**src/rtl/i2c_cond_pkg.sv**
```systemverilog
package i2c_cond_pkg;

    localparam int CTRL_W  = 8;
    localparam int BIT_ACK = 2;
    localparam int BIT_IRQ = 3;
    localparam int BIT_STO = 4;
    localparam int BIT_STA = 5;
    localparam int BIT_EN  = 6;

    localparam logic [CTRL_W-1:0] SET_MASK = (CTRL_W'(1) << BIT_ACK) | (CTRL_W'(1) << BIT_IRQ)
                                           | (CTRL_W'(1) << BIT_STO) | (CTRL_W'(1) << BIT_STA)
                                           | (CTRL_W'(1) << BIT_EN);
    localparam logic [CTRL_W-1:0] CLR_MASK = SET_MASK & ~(CTRL_W'(1) << BIT_STO);

    typedef enum logic [3:0] {
        SQ_IDLE,
        SQ_WAIT,
        SQ_GAP,
        SQ_STA_A,
        SQ_STA_B,
        SQ_HOLD,
        SQ_RS_A,
        SQ_RS_B,
        SQ_STO_A,
        SQ_STO_B,
        SQ_STO_C
    } seq_state_e;

    typedef struct packed {
        logic scl;
        logic sda;
    } pin_drive_t;

    function automatic pin_drive_t drive_of(seq_state_e s);
        pin_drive_t d;
        d = '0;
        case (s)
            SQ_STA_A: d.sda = 1'b1;
            SQ_STA_B: begin d.scl = 1'b1; d.sda = 1'b1; end
            SQ_HOLD:  begin d.scl = 1'b1; d.sda = 1'b1; end
            SQ_RS_A:  d.scl = 1'b1;
            SQ_STO_A: begin d.scl = 1'b1; d.sda = 1'b1; end
            SQ_STO_B: d.sda = 1'b1;
            default:  d = '0;
        endcase
        return d;
    endfunction

    function automatic logic master_of(seq_state_e s);
        return s != SQ_IDLE;
    endfunction

endpackage

```
**src/rtl/i2c_cond_busmon.sv**
```systemverilog
module i2c_cond_busmon #(
    parameter int SYNC_STAGES = 2
) (
    input  logic clk,
    input  logic rst,
    input  logic en,
    input  logic scl_in,
    input  logic sda_in,
    output logic busy
);
    logic [SYNC_STAGES-1:0] scl_sync;
    logic [SYNC_STAGES-1:0] sda_sync;
    logic scl_s, sda_s, scl_p, sda_p;
    logic start_det, stop_det;
    logic busy_q;

    generate
        if (SYNC_STAGES == 1) begin : g_one
            always_ff @(posedge clk) begin
                if (rst || !en) begin
                    scl_sync <= '1;
                    sda_sync <= '1;
                end else begin
                    scl_sync <= scl_in;
                    sda_sync <= sda_in;
                end
            end
        end else begin : g_chain
            always_ff @(posedge clk) begin
                if (rst || !en) begin
                    scl_sync <= '1;
                    sda_sync <= '1;
                end else begin
                    scl_sync <= {scl_sync[SYNC_STAGES-2:0], scl_in};
                    sda_sync <= {sda_sync[SYNC_STAGES-2:0], sda_in};
                end
            end
        end
    endgenerate

    assign scl_s = scl_sync[SYNC_STAGES-1];
    assign sda_s = sda_sync[SYNC_STAGES-1];

    assign start_det = scl_s && scl_p && sda_p && !sda_s;
    assign stop_det  = scl_s && scl_p && !sda_p && sda_s;

    always_ff @(posedge clk) begin
        if (rst || !en) begin
            scl_p  <= 1'b1;
            sda_p  <= 1'b1;
            busy_q <= 1'b0;
        end else begin
            scl_p <= scl_s;
            sda_p <= sda_s;
            if (start_det)
                busy_q <= 1'b1;
            else if (stop_det)
                busy_q <= 1'b0;
        end
    end

    assign busy = busy_q;

    // the bus is released by the monitor only while SCL was high
    assert_busy_falls_scl_high_R4: assert property (@(posedge clk) disable iff (rst)
        ($fell(busy_q) && $past(en)) |-> $past(scl_s));

endmodule

```
**src/rtl/i2c_cond_timer.sv**
```systemverilog
module i2c_cond_timer #(
    parameter int CNT_W = 16
) (
    input  logic             clk,
    input  logic             rst,
    input  logic             restart,
    input  logic [CNT_W-1:0] limit,
    output logic             expired
);
    logic [CNT_W-1:0] cnt_q;

    assign expired = (cnt_q >= limit);

    always_ff @(posedge clk) begin
        if (rst || restart)
            cnt_q <= '0;
        else if (!expired)
            cnt_q <= cnt_q + 1'b1;
    end

endmodule

```
**src/rtl/i2c_cond_seq.sv**
```systemverilog
module i2c_cond_seq
    import i2c_cond_pkg::*;
(
    input  logic clk,
    input  logic rst,
    input  logic en,
    input  logic sta,
    input  logic sto,
    input  logic bus_busy,
    input  logic expired,
    output logic restart,
    output logic drv_scl,
    output logic drv_sda,
    output logic master,
    output logic sta_done,
    output logic sto_done,
    output logic int_stop
);
    seq_state_e state_q, state_d;
    pin_drive_t drv;

    always_comb begin
        state_d  = state_q;
        sta_done = 1'b0;
        sto_done = 1'b0;
        int_stop = 1'b0;
        case (state_q)
            SQ_IDLE: begin
                if (sto) begin
                    int_stop = 1'b1;
                    sto_done = 1'b1;
                end
                if (sta)
                    state_d = bus_busy ? SQ_WAIT : SQ_STA_A;
            end
            SQ_WAIT: begin
                if (sto) begin
                    int_stop = 1'b1;
                    sto_done = 1'b1;
                end
                if (!sta)
                    state_d = SQ_IDLE;
                else if (!bus_busy)
                    state_d = SQ_GAP;
            end
            SQ_GAP: begin
                if (sto) begin
                    int_stop = 1'b1;
                    sto_done = 1'b1;
                end
                if (!sta)
                    state_d = SQ_IDLE;
                else if (bus_busy)
                    state_d = SQ_WAIT;
                else if (expired)
                    state_d = SQ_STA_A;
            end
            SQ_STA_A: if (expired) state_d = SQ_STA_B;
            SQ_STA_B: begin
                if (expired) begin
                    state_d  = SQ_HOLD;
                    sta_done = 1'b1;
                end
            end
            SQ_HOLD: begin
                if (sto)
                    state_d = SQ_STO_A;
                else if (sta)
                    state_d = SQ_RS_A;
            end
            SQ_RS_A:  if (expired) state_d = SQ_RS_B;
            SQ_RS_B:  if (expired) state_d = SQ_STA_A;
            SQ_STO_A: if (expired) state_d = SQ_STO_B;
            SQ_STO_B: if (expired) state_d = SQ_STO_C;
            SQ_STO_C: begin
                if (expired && !bus_busy) begin
                    sto_done = 1'b1;
                    state_d  = sta ? SQ_GAP : SQ_IDLE;
                end
            end
            default: state_d = SQ_IDLE;
        endcase
    end

    always_ff @(posedge clk) begin
        if (rst || !en)
            state_q <= SQ_IDLE;
        else
            state_q <= state_d;
    end

    assign restart = (state_d != state_q);
    assign drv     = drive_of(state_q);
    assign drv_scl = drv.scl;
    assign drv_sda = drv.sda;
    assign master  = master_of(state_q);

    // SCL is only pulled during a START after SDA has already been pulled
    assert_sda_before_scl_R5: assert property (@(posedge clk) disable iff (rst)
        (state_q == SQ_STA_B) |-> $past(drv_sda));

    // a STOP releases SDA only after SCL was already released
    assert_stop_order_R7: assert property (@(posedge clk) disable iff (rst)
        (state_q == SQ_STO_C && $past(state_q) == SQ_STO_B) |-> ($past(drv_sda) && !$past(drv_scl)));

endmodule

```
**src/rtl/i2c_cond_ctrl.sv**
```systemverilog
module i2c_cond_ctrl
    import i2c_cond_pkg::*;
#(
    parameter int HP_W        = 16,
    parameter int SYNC_STAGES = 2
) (
    input  logic              clk,
    input  logic              rst,
    input  logic              set_we,
    input  logic [CTRL_W-1:0] set_data,
    input  logic              clr_we,
    input  logic [CTRL_W-1:0] clr_data,
    input  logic [HP_W-1:0]   half_period,
    input  logic              scl_in,
    input  logic              sda_in,
    output logic              scl_oe,
    output logic              sda_oe,
    output logic [CTRL_W-1:0] ctrl_q,
    output logic              is_master,
    output logic              bus_busy,
    output logic              int_stop
);
    logic [CTRL_W-1:0] ctrl_r, ctrl_d, seq_clr;
    logic en;
    logic busy;
    logic tmr_restart, tmr_expired;
    logic drv_scl, drv_sda, master, sta_done, sto_done, stop_pulse;

    assign en = ctrl_r[BIT_EN];

    always_comb begin
        seq_clr          = '0;
        seq_clr[BIT_STA] = sta_done;
        seq_clr[BIT_STO] = sto_done;
        ctrl_d = ctrl_r & ~seq_clr;
        if (set_we)
            ctrl_d = ctrl_d | (set_data & SET_MASK);
        if (clr_we)
            ctrl_d = ctrl_d & ~(clr_data & CLR_MASK);
        if (!ctrl_d[BIT_EN])
            ctrl_d[BIT_STO] = 1'b0;
    end

    always_ff @(posedge clk) begin
        if (rst)
            ctrl_r <= '0;
        else
            ctrl_r <= ctrl_d;
    end

    i2c_cond_busmon #(.SYNC_STAGES(SYNC_STAGES)) u_mon (
        .clk    (clk),
        .rst    (rst),
        .en     (en),
        .scl_in (scl_in),
        .sda_in (sda_in),
        .busy   (busy)
    );

    i2c_cond_timer #(.CNT_W(HP_W)) u_tmr (
        .clk     (clk),
        .rst     (rst),
        .restart (tmr_restart),
        .limit   (half_period),
        .expired (tmr_expired)
    );

    i2c_cond_seq u_seq (
        .clk      (clk),
        .rst      (rst),
        .en       (en),
        .sta      (ctrl_r[BIT_STA]),
        .sto      (ctrl_r[BIT_STO]),
        .bus_busy (busy),
        .expired  (tmr_expired),
        .restart  (tmr_restart),
        .drv_scl  (drv_scl),
        .drv_sda  (drv_sda),
        .master   (master),
        .sta_done (sta_done),
        .sto_done (sto_done),
        .int_stop (stop_pulse)
    );

    assign ctrl_q    = ctrl_r;
    assign scl_oe    = drv_scl && en;
    assign sda_oe    = drv_sda && en;
    assign is_master = master && en;
    assign bus_busy  = busy;
    assign int_stop  = stop_pulse && en;

    // the stop request never survives while the interface is off
    assert_sto_off_R3: assert property (@(posedge clk) disable iff (rst)
        !ctrl_r[BIT_EN] |-> !ctrl_r[BIT_STO]);

    // a set of the acknowledge flag without a clear takes effect next edge
    assert_set_takes_R1: assert property (@(posedge clk) disable iff (rst)
        $past(set_we && set_data[BIT_ACK] && !(clr_we && clr_data[BIT_ACK])) |-> ctrl_r[BIT_ACK]);

    // a clear of the enable wins over any set in the same cycle
    assert_clear_wins_R2: assert property (@(posedge clk) disable iff (rst)
        $past(clr_we && clr_data[BIT_EN]) |-> !ctrl_r[BIT_EN]);

endmodule

```
**config.mk**
```make
export PLATFORM = sky130hd
export DESIGN_NAME = i2c_cond_ctrl
export DESIGN_NICKNAME = d
export VERILOG_FILES = /design/src/rtl/i2c_cond_pkg.sv /design/src/rtl/i2c_cond_busmon.sv /design/src/rtl/i2c_cond_timer.sv /design/src/rtl/i2c_cond_seq.sv /design/src/rtl/i2c_cond_ctrl.sv
export SDC_FILE = /design/constraint.sdc
export NUM_CORES = 1
export LEC_CHECK = 0
export BUFFER_PORTS_ARGS = -buffer_cell sky130_fd_sc_hd__buf_2
export CAP_MARGIN = 15
export CORE_UTILIZATION = 55
export CTS_CLUSTER_DIAMETER = 120
export DETAILED_ROUTE_END_ITERATION = 7
export GPL_ROUTABILITY_DRIVEN = 0
export PLACE_DENSITY_LB_ADDON = 0.12
export SETUP_SLACK_MARGIN = 0.05
export SLEW_MARGIN = 25
export SYNTH_ARGS = -nofsm -noshare
export SYNTH_HDL_FRONTEND = slang
export SYNTH_SLANG_ARGS = --single-unit
```
**constraint.sdc**
```tcl
create_clock -name clk -period 2.84 [get_ports clk]
set_clock_uncertainty 0.2 [all_clocks]
set_input_delay 0.568 -clock clk [delete_from_list [all_inputs] [get_ports clk]]
set_output_delay 0.568 -clock clk [all_outputs]
set_load 0.05 [all_outputs]
```
---- Yosys cells after proc, flatten, opt, wreduce, memory -nomap -nowiden ----
Index checks and enable logic that the tools add are counted.
storage, ports and cells
  bits in registers ....................... 35
  input port bits ......................... 38
  output and inout bits ................... 13
  word-level logic and storage cells ...... 80
cells by class
  add/sub/neg operators ................... 1
  $lt $le $gt $ge ......................... 1
  equal/unequal tests ..................... 11
  mux-type cells .......................... 29
  bitwise operators ....................... 6
  reductions and logical operators ........ 23
operator list
  cell                     number
  $mux W4                  14
  $pmux W4 S11             1
  $add A16 B1 Y16 const B  1
  $and A8 B8 Y8            2
  $eq A4 B3 Y1 const B     4
  $ge A16 B16 Y1           1
  $mux W8                  2
  $eq A4 B4 Y1 const B     3
  $logic_and A1 B1 Y1      10
  $mux W1                  9
  $eq A4 B2 Y1 const B     2
  $not A6 Y8               1
  $not A7 Y8               1
  $or A8 B7 Y8             1
  $reduce_or A5 Y1         1
  $eq A4 B1 Y1 const B     1
  $logic_not A1 Y1         4
  $logic_not A4 Y1         1
  $mux W2                  2
  $ne A4 B4 Y1             1
  $reduce_bool A4 Y1       1
  $reduce_or A4 Y1         1
  $reduce_or A3 Y1         1
  $logic_or A1 B1 Y1       2
  other kinds (4)          4

---- Longest topological paths before layout ----
Gate-level depths: netlist of the first run.
  word-level depth ........................ 12
  mapped depth ............................ 10
  mapped depth without buffers ............ 8

---- Modules after synthesis ----
Synthesis of the first run repeated with hierarchy kept, for this count alone.
second synthesis, totals
  cells, all modules ...................... 265
  area, all modules ....................... 2,157.1 µm²
by module, submodules not included
  module           instances  cells each  area an instance (µm²)  seq. area each (µm²)
  i2c_cond_timer   1          148         1,179.9                 320.3
  i2c_cond_seq     1          72          519.2                   80.1
  i2c_cond_ctrl    1          26          240.2                   100.1
  i2c_cond_busmon  1          19          217.7                   140.1

---- Worst setup path before layout of the first run ----
No wires, ideal clock.
  path kind ............................... register -> output
  start point ............................. reg u_seq.state_q[2]
  end point ............................... out int_stop
  arrival ................................. 2.277 ns
  data required time ...................... 2.072 ns
  path slack .............................. -0.205 ns
  cell stages (with the launch flop) ...... 4
  path buffers ............................ 2
  cell sequence ........................... dfxtp_1 > clkbuf_1 > clkbuf_1 > nor4_1
on the way
  cells in the longest elaborated chain, start to end .. 4
  elaborated cells on any way between the ends .. 6
  those cells by class .................... eq/ne: 2; mux: 1; reduce/logical: 3
RTL lines
  what                                   line                 text
  from (decl)                            i2c_cond_seq.sv:19   seq_state_e state_q, state_d;
  from (signal assigned)                 i2c_cond_seq.sv:89   state_q <= state_d;
  $eq A4 B1 Y1 (tied with other cells)   i2c_cond_seq.sv:27   case (state_q)
  $reduce_or A3 Y1 (no source line) (*)  --
  $mux W1 (*)                            --
  $logic_and A1 B1 Y1 (*)                i2c_cond_ctrl.sv:90  assign int_stop = stop_pulse && en;
  to (decl)                              i2c_cond_ctrl.sv:21  output logic int_stop
Every way passes the cells marked *; elsewhere a longest branch is shown, timed or not.

---- Final worst setup path of the first run ----
  start point ............................. in half_period[7]
  end point ............................... reg u_tmr.cnt_q[15]
on the way
  cells in the longest elaborated chain, start to end .. 7
  elaborated cells on any way between the ends .. 14
  those cells by class .................... order compare: 1; eq/ne: 1; mux: 10; reduce/logical: 2
RTL lines
  what                  line                                    text
  from (decl)           i2c_cond_ctrl.sv:13                     input logic [HP_W-1:0] half_period,
  $ge A16 B16 Y1 (*)    i2c_cond_timer.sv:12                    assign expired = (cnt_q >= limit);
  $mux W4               i2c_cond_seq.sv:55, i2c_cond_seq.sv:72
  $mux W4               i2c_cond_seq.sv:53                      else if (bus_busy)
  $mux W4               i2c_cond_seq.sv:51                      if (!sta)
  $pmux W4 S11          i2c_cond_seq.sv:27
  $ne A4 B4 Y1          i2c_cond_seq.sv:92                      assign restart = (state_d != state_q);
  $logic_or A1 B1 Y1    i2c_cond_timer.sv:15                    if (rst || restart)
  to (signal assigned)  i2c_cond_timer.sv:18                    cnt_q <= cnt_q + 1'b1;
  to (decl)             i2c_cond_timer.sv:10                    logic [CNT_W-1:0] cnt_q;
Marks and branches as above.
A chain may end at the register's enable or synchronous reset.

==> run summary, run 1 <==
# DRC: 0
Area after DPL: 0.00262 mm^2
Most numerous cell in the Yosys netlist: dfxtp_1
Die height: 66.7 um
Final period util: 98.2%
Number of port buffers: 40
Distinct cell type count after synthesis: 57
Layout area overhead: 19.9%
Worst-path clk slew: 60 ps
Post-Syn Area per Cell: 8.22 um^2
Vias in the first global route: 2113
Num CTS Buffers: 5
Worst-Margin Slew: 527 ps
Crit path max fanout: 27
Non-Filler Instances: 383
First-pass GRT wire length: 8.94 mm
Hold Vio Cnt, Final: 0
Die Wd: 66.7 um
Status: completed
Final Critical Period: 2790 ps
Switching power: 0.237 mW
Antenna diode count: 0
Critical path capture point type: flop
Worst VDD drop: 0.321 mV
Htree depth: 2
Synth top area cells: dfxtp_1, ha_1, a21boi_1
Cell family with most CP delay: compound AO/OA/AOI/OAI gates
Yosys top cell area share: 27.8%
Kind of critical path: in -> reg
Gr ovfl total: 0
Fillers: 348
Crit path DAT: 2800 ps
Pint: 0.734 mW
Net Sw Frac: 24.4%
Number of placement rows: 23
1st-pass router iterations: 4
Post-Syn Instances: 280
Yosys warning count: 0
#FFs+latches synth: 32
Slew Limit Headroom: 64.8%
Clock tree buffer depth: 2
Final ANT Viol Nets: 0
Detail Placement HPWL: 3.86 mm
I/O Pins: 51
Max Fclk: 359 MHz
Most used DFF post-synth: dfxtp_1
Critical Path, Cell by Cell: buf_2 > inv_1 > ha_1 > a211oi_2 > o21ai_2 > a221oi_4 > nand3_2 > buf_12 > or4_1 > a21boi_2
Setup TNS: 0 ps
Nets: 388
Sequential share of the synthesized area: 27.8%
Post-synthesis cell area: 0.00230 mm^2
Critical Path RT: 2850 ps
Initial antenna violation count: 0
Fin area: 0.00276 mm^2
Combinational share of power: 13.7%
# clock sinks: 32
Startpoint class of the critical path: primary input
Die area: 0.00445 mm^2
Largest net degree at the start of global routing: 28
Cells after DPL: 373
Clock latency at the later pin of the worst-skew pair: 280 ps
Slew Viols, Final: 0
Pwr/cell area: 352 mW/mm^2
Number of max-cap violations: 0
Share of cells above drive strength 1: 24.9%
Leak Pwr: 1.23 nW
Number of synthesized flops with an enable pin: 0
Crit-path slowest cell: or4_1
CTS tree: yes
Global-route usage over all layers: 26.1%
CP max stage delay: 570 ps
Final setup vio count: 0
Clock tree root buffer cell: clkbuf_8
DR vias/cell: 5.91
Vias: 2264
Finished Core Util: 69.0%
Post-Route WL: 5.31 mm
Drt wl/cell: 13.9 um
Iter 0 DRT Violations: 117
Flop pwr share: 48.0%
Crit path buf inv count: 3
Async S/R FF share, synth: 0%
Hold_buf cts: 0
Hold Path Class: reg -> reg
Clock share of power: 38.4%
CORE AREA: 0.00400 mm^2
Post-synth top area cell: dfxtp_1
Initial core utilization: 57.6%
Most frequent cells after synthesis: dfxtp_1, inv_1, nand2_1
-- flip-flops by register name (all words and copies together) (netlist names) --
name / flops
ctrl_q: 5
u_mon.busy: 1
u_mon.scl_p: 1
u_mon.scl_sync: 2
u_mon.sda_p: 1
u_mon.sda_sync: 2
u_seq.state_q: 4
u_tmr.cnt_q: 16
-- stage by stage --
stage	hold WS, ps	power, mW	worst slack (ps)
detailed placement	193	0.604	-359
global route	227	1.01	-20.6
global placement	189	0.601	-267
finish	205	0.971	50.8
floorplan	186	0.564	144
CTS	207	0.977	151
-- placed cells by master (no fill, tap or decap), types with 13 or more instances in the layout --
cell and count:
a21oi_1 13, nand2_1 21, o21ai_0 15, buf_2 40, inv_1 22, ha_1 17, buf_4 20, dfxtp_1 30
a21boi_1 14
-- routing by layer --
layer  GRT usage [%]  vias up  share of wire, %
li1                -     1145                 -
met1            29.7     1032                44
met2            45.8       75                48
met3            4.97       12               5.4
met4            12.8        0               2.2
met5               0        -                 0
-- power groups by stage --
stage / Sequential (mW) / Combinational (mW) / Clock [mW]
after floorplan: 0.479 / 0.0844 / 0
after global placement: 0.476 / 0.125 / 0
after detailed placement: 0.476 / 0.129 / 0
after CTS: 0.466 / 0.133 / 0.378
after global routing: 0.467 / 0.149 / 0.395
final: 0.466 / 0.133 / 0.373
-- timing repair --
action,CTS,global route
gates resized for setup,0,4
pin swaps,1,3
setup buffers,1,2
endpoints found under the setup margin,16,3
-- worst register-to-register path, stage by stage, from the launching register on --
cell and delay, ps:
dfxtp_2 340, ha_1 320, a211oi_2 210, o21ai_2 100, a221oi_4 350, nand3_2 170
buf_12 190, or4_1 570, a21boi_2 200
-- final cells by class --
| type | instances | area [um^2] | share of cell area [%] |
|---|---|---|---|
| clock buffers | 7 | 96.3 | 3.49 |
| inverters | 23 | 86.3 | 3.13 |
| multi-input cells | 209 | 1480 | 53.7 |
| flip-flops and latches | 32 | 643 | 23.3 |
| well taps | 50 | 62.6 | 2.27 |
| repair buffers | 62 | 390 | 14.1 |
-- logic make-up (layout without fill, tap and decap cells) --
logic type | after synthesis | count (layout) | synth area share, %
flops | 32 | 32 | 27.8
simple gates | 97 | 97 | 23.6
other cells | 1 | 3 | 0.163
compound gates | 89 | 89 | 29.2
xor+xnor | 2 | 2 | 0.761
fa+ha+maj | 17 | 17 | 9.24
mux | 1 | 1 | 0.435
buf+inv | 41 | 92 | 8.75
-- final timing paths --
check,from,to,slack [ps],cells after the start
worst max-delay path,half_period[7],u_tmr.cnt_q[15],50,10
worst min-delay path,u_mon.sda_sync[0],u_mon.sda_sync[1],200,1
worst max register to register,u_tmr.cnt_q[7],u_tmr.cnt_q[15],110,8
worst min register to register,u_mon.sda_sync[0],u_mon.sda_sync[1],200,1
Power figures use the tool's default switching activity.
==> run 2, diff against run 1 <==
Settings changed: CORE_UTILIZATION 55 to 45, RECOVER_POWER set to 100.
==> run summary, run 2 (synthesis results as in run 1) <==
Pwr/cell area: 356 mW/mm^2 (was 352 mW/mm^2)
Slew Limit Headroom: 60.8% (was 64.8%)
Crit path buf inv count: 3 (unchanged)
Clock tree buffer depth: 2 (unchanged)
Setup TNS: 0 ps (unchanged)
# clock sinks: 32 (unchanged)
Fin area: 0.00273 mm^2 (was 0.00276 mm^2)
Critical Path RT: 2070 ps (was 2850 ps)
First-pass GRT wire length: 8.20 mm (was 8.94 mm)
Switching power: 0.241 mW (was 0.237 mW)
Layout area overhead: 18.6% (was 19.9%)
Max Fclk: 379 MHz (was 359 MHz)
Area after DPL: 0.00263 mm^2 (was 0.00262 mm^2)
I/O Pins: 51 (unchanged)
Global-route usage over all layers: 19.5% (was 26.1%)
Clock tree root buffer cell: clkbuf_8 (unchanged)
Worst-Margin Slew: 591 ps (was 527 ps)
Clock share of power: 38.9% (was 38.4%)
Nets: 390 (was 388)
Startpoint class of the critical path: flop (was primary input)
Worst hold stages: 1 (unchanged)
Largest net degree at the start of global routing: 28 (unchanged)
Die area: 0.00541 mm^2 (was 0.00445 mm^2)
Flop pwr share: 47.8% (was 48.0%)
Worst-path clk slew: 60 ps (about the same)
Status: completed (unchanged)
Final ANT Viol Nets: 0 (unchanged)
Critical Path, Cell by Cell: clkbuf_1 > nand2b_1 > inv_1 > o311a_1 > clkbuf_2 (was buf_2 > inv_1 > ha_1 > a211oi_2 > o21ai_2 > a221oi_4 > nand3_2 > buf_12 > or4_1 > a21boi_2)
Combinational share of power: 13.3% (was 13.7%)
Drt wl/cell: 12.7 um (was 13.9 um)
CORE AREA: 0.00482 mm^2 (was 0.00400 mm^2)
Gr ovfl total: 0 (unchanged)
Final setup vio count: 0 (unchanged)
Leak Pwr: 1.18 nW (was 1.23 nW)
Design Power: 0.972 mW (was 0.971 mW)
Crit-path slowest cell: dfxtp_1 (was or4_1)
FF+latch area: 643 um^2 (unchanged)
Crit path DAT: 1870 ps (was 2800 ps)
RSZ-0062 raised after global routing: yes
# DRC: 0 (unchanged)
Post-Place Setup Slack: -307 ps (was -359 ps)
Initial antenna violation count: 0 (unchanged)
Share of cells above drive strength 1: 20.9% (was 24.9%)
Net Sw Frac: 24.8% (was 24.4%)
Final Critical Period: 2640 ps (was 2790 ps)
Multi-input gate area: 0.00146 mm^2 (was 0.00148 mm^2)
DR vias/cell: 5.51 (was 5.91)
Post-Route WL: 5.09 mm (was 5.31 mm)
Number of max-cap violations: 0 (unchanged)
Vias in the first global route: 1841 (was 2113)
Num CTS Buffers: 5 (unchanged)
Hold Path Class: reg -> reg (unchanged)
Vias: 2217 (was 2264)
Htree depth: 2 (unchanged)
Final period util: 93.0% (was 98.2%)
Worst path depth: 5 (was 10)
Die height: 73.5 um (was 66.7 um)
FF-to-FF path depth: 8 (unchanged)
Fillers: 482 (was 348)
CP max stage delay: 580 ps (was 570 ps)
CTS tree: yes (unchanged)
Hold Vio Cnt, Final: 0 (unchanged)
Antenna diode count: 0 (unchanged)
Largest register FFs: 16 (unchanged)
Iter 0 DRT Violations: 130 (was 117)
1st-pass router iterations: 4 (unchanged)
Critical path capture point type: output port (was flop)
Clock latency at the later pin of the worst-skew pair: 280 ps (about the same)
Crit path max fanout: 13 (was 27)
Slew Viols, Final: 0 (unchanged)
Number of port buffers: 40 (unchanged)
Initial core utilization: 47.8% (was 57.6%)
Hold_buf cts: 0 (unchanged)
Finished Core Util: 56.7% (was 69.0%)
Most frequent cells in the layout: dfxtp_1, buf_2, inv_1 (was buf_2, dfxtp_1, inv_1)
Kind of critical path: reg -> out (was in -> reg)
Worst VDD drop: 0.284 mV (was 0.321 mV)
Cell family with most CP delay: flip-flops (was compound AO/OA/AOI/OAI gates)
Die Wd: 73.5 um (was 66.7 um)
Number of placement rows: 25 (was 23)
Detail Placement HPWL: 3.72 mm (was 3.86 mm)
Pint: 0.730 mW (was 0.734 mW)
Worst Slack Setup Final: 199 ps (was 50.8 ps)
Register bank with the most flops: u_tmr.cnt_q (unchanged)
[run 2: cell count changes in the layout (fill, tap and decap cells not counted), moves of 2 or more]
cell      delta
buf_12       -2
buf_2       -10
clkbuf_1    +11
clkbuf_2     +3
[run 2: per-layer routing]
metal  vias up  track usage, %  share of wire (%)
li1       1149               -                  -
met2        65            32.3                 46
met4         0            8.33                1.9
met1       993            24.6                 48
met5         -               0                  0
met3        10            3.84                4.2
[run 2: what timing repair did]
action / CTS / global route
gates resized for setup: 0 / 2
buffers inserted: 2 / 4
setup endpoints to repair: 16 / 13
endpoints found under the hold margin: 0 / 0
pin swaps: 1 / 4
gates cloned: 0 / 0
[run 2: final cells by class]
class / count / area share (%)
clock buffers: 7 / 3.53
inverters: 23 / 3.16
multi-input cells: 209 / 53.5
flip-flops and latches: 32 / 23.5
well taps: 67 / 3.07
repair buffers: 64 / 13.2
[run 2: worst register-to-register path, stage by stage (launching register included)]
cell and delay, ps:
dfxtp_2 350, ha_1 300, a211oi_2 170, o21ai_1 130, a221oi_4 390, nand4_1 200, a2111oi_4 410, buf_4 220
a21boi_1 160
[run 2: worst paths after layout]
check,from,to,slack (ps)
worst min-delay path,u_mon.sda_sync[0],u_mon.sda_sync[1],210
worst max-delay path,u_seq.state_q[1],sda_oe,200
worst max register to register,u_tmr.cnt_q[7],u_tmr.cnt_q[8],260
worst min register to register,u_mon.sda_sync[0],u_mon.sda_sync[1],210
[run 2: power by group through the flow]
stage               registers, mW  clock network, mW  logic [mW]
finish                      0.465              0.378       0.129
global route                0.465              0.411       0.144
CTS                         0.464              0.388       0.132
detailed placement          0.475                  0       0.130
global placement            0.474                  0       0.128
floorplan                   0.479                  0      0.0844
[run 2: metrics by stage]
stage / hold WS [ps] / cells
CTS: 213 / 398
global route: 221 / 402
floorplan: 186 / 282
finish: 207 / 402
detailed placement: 197 / 389
global placement: 188 / 389
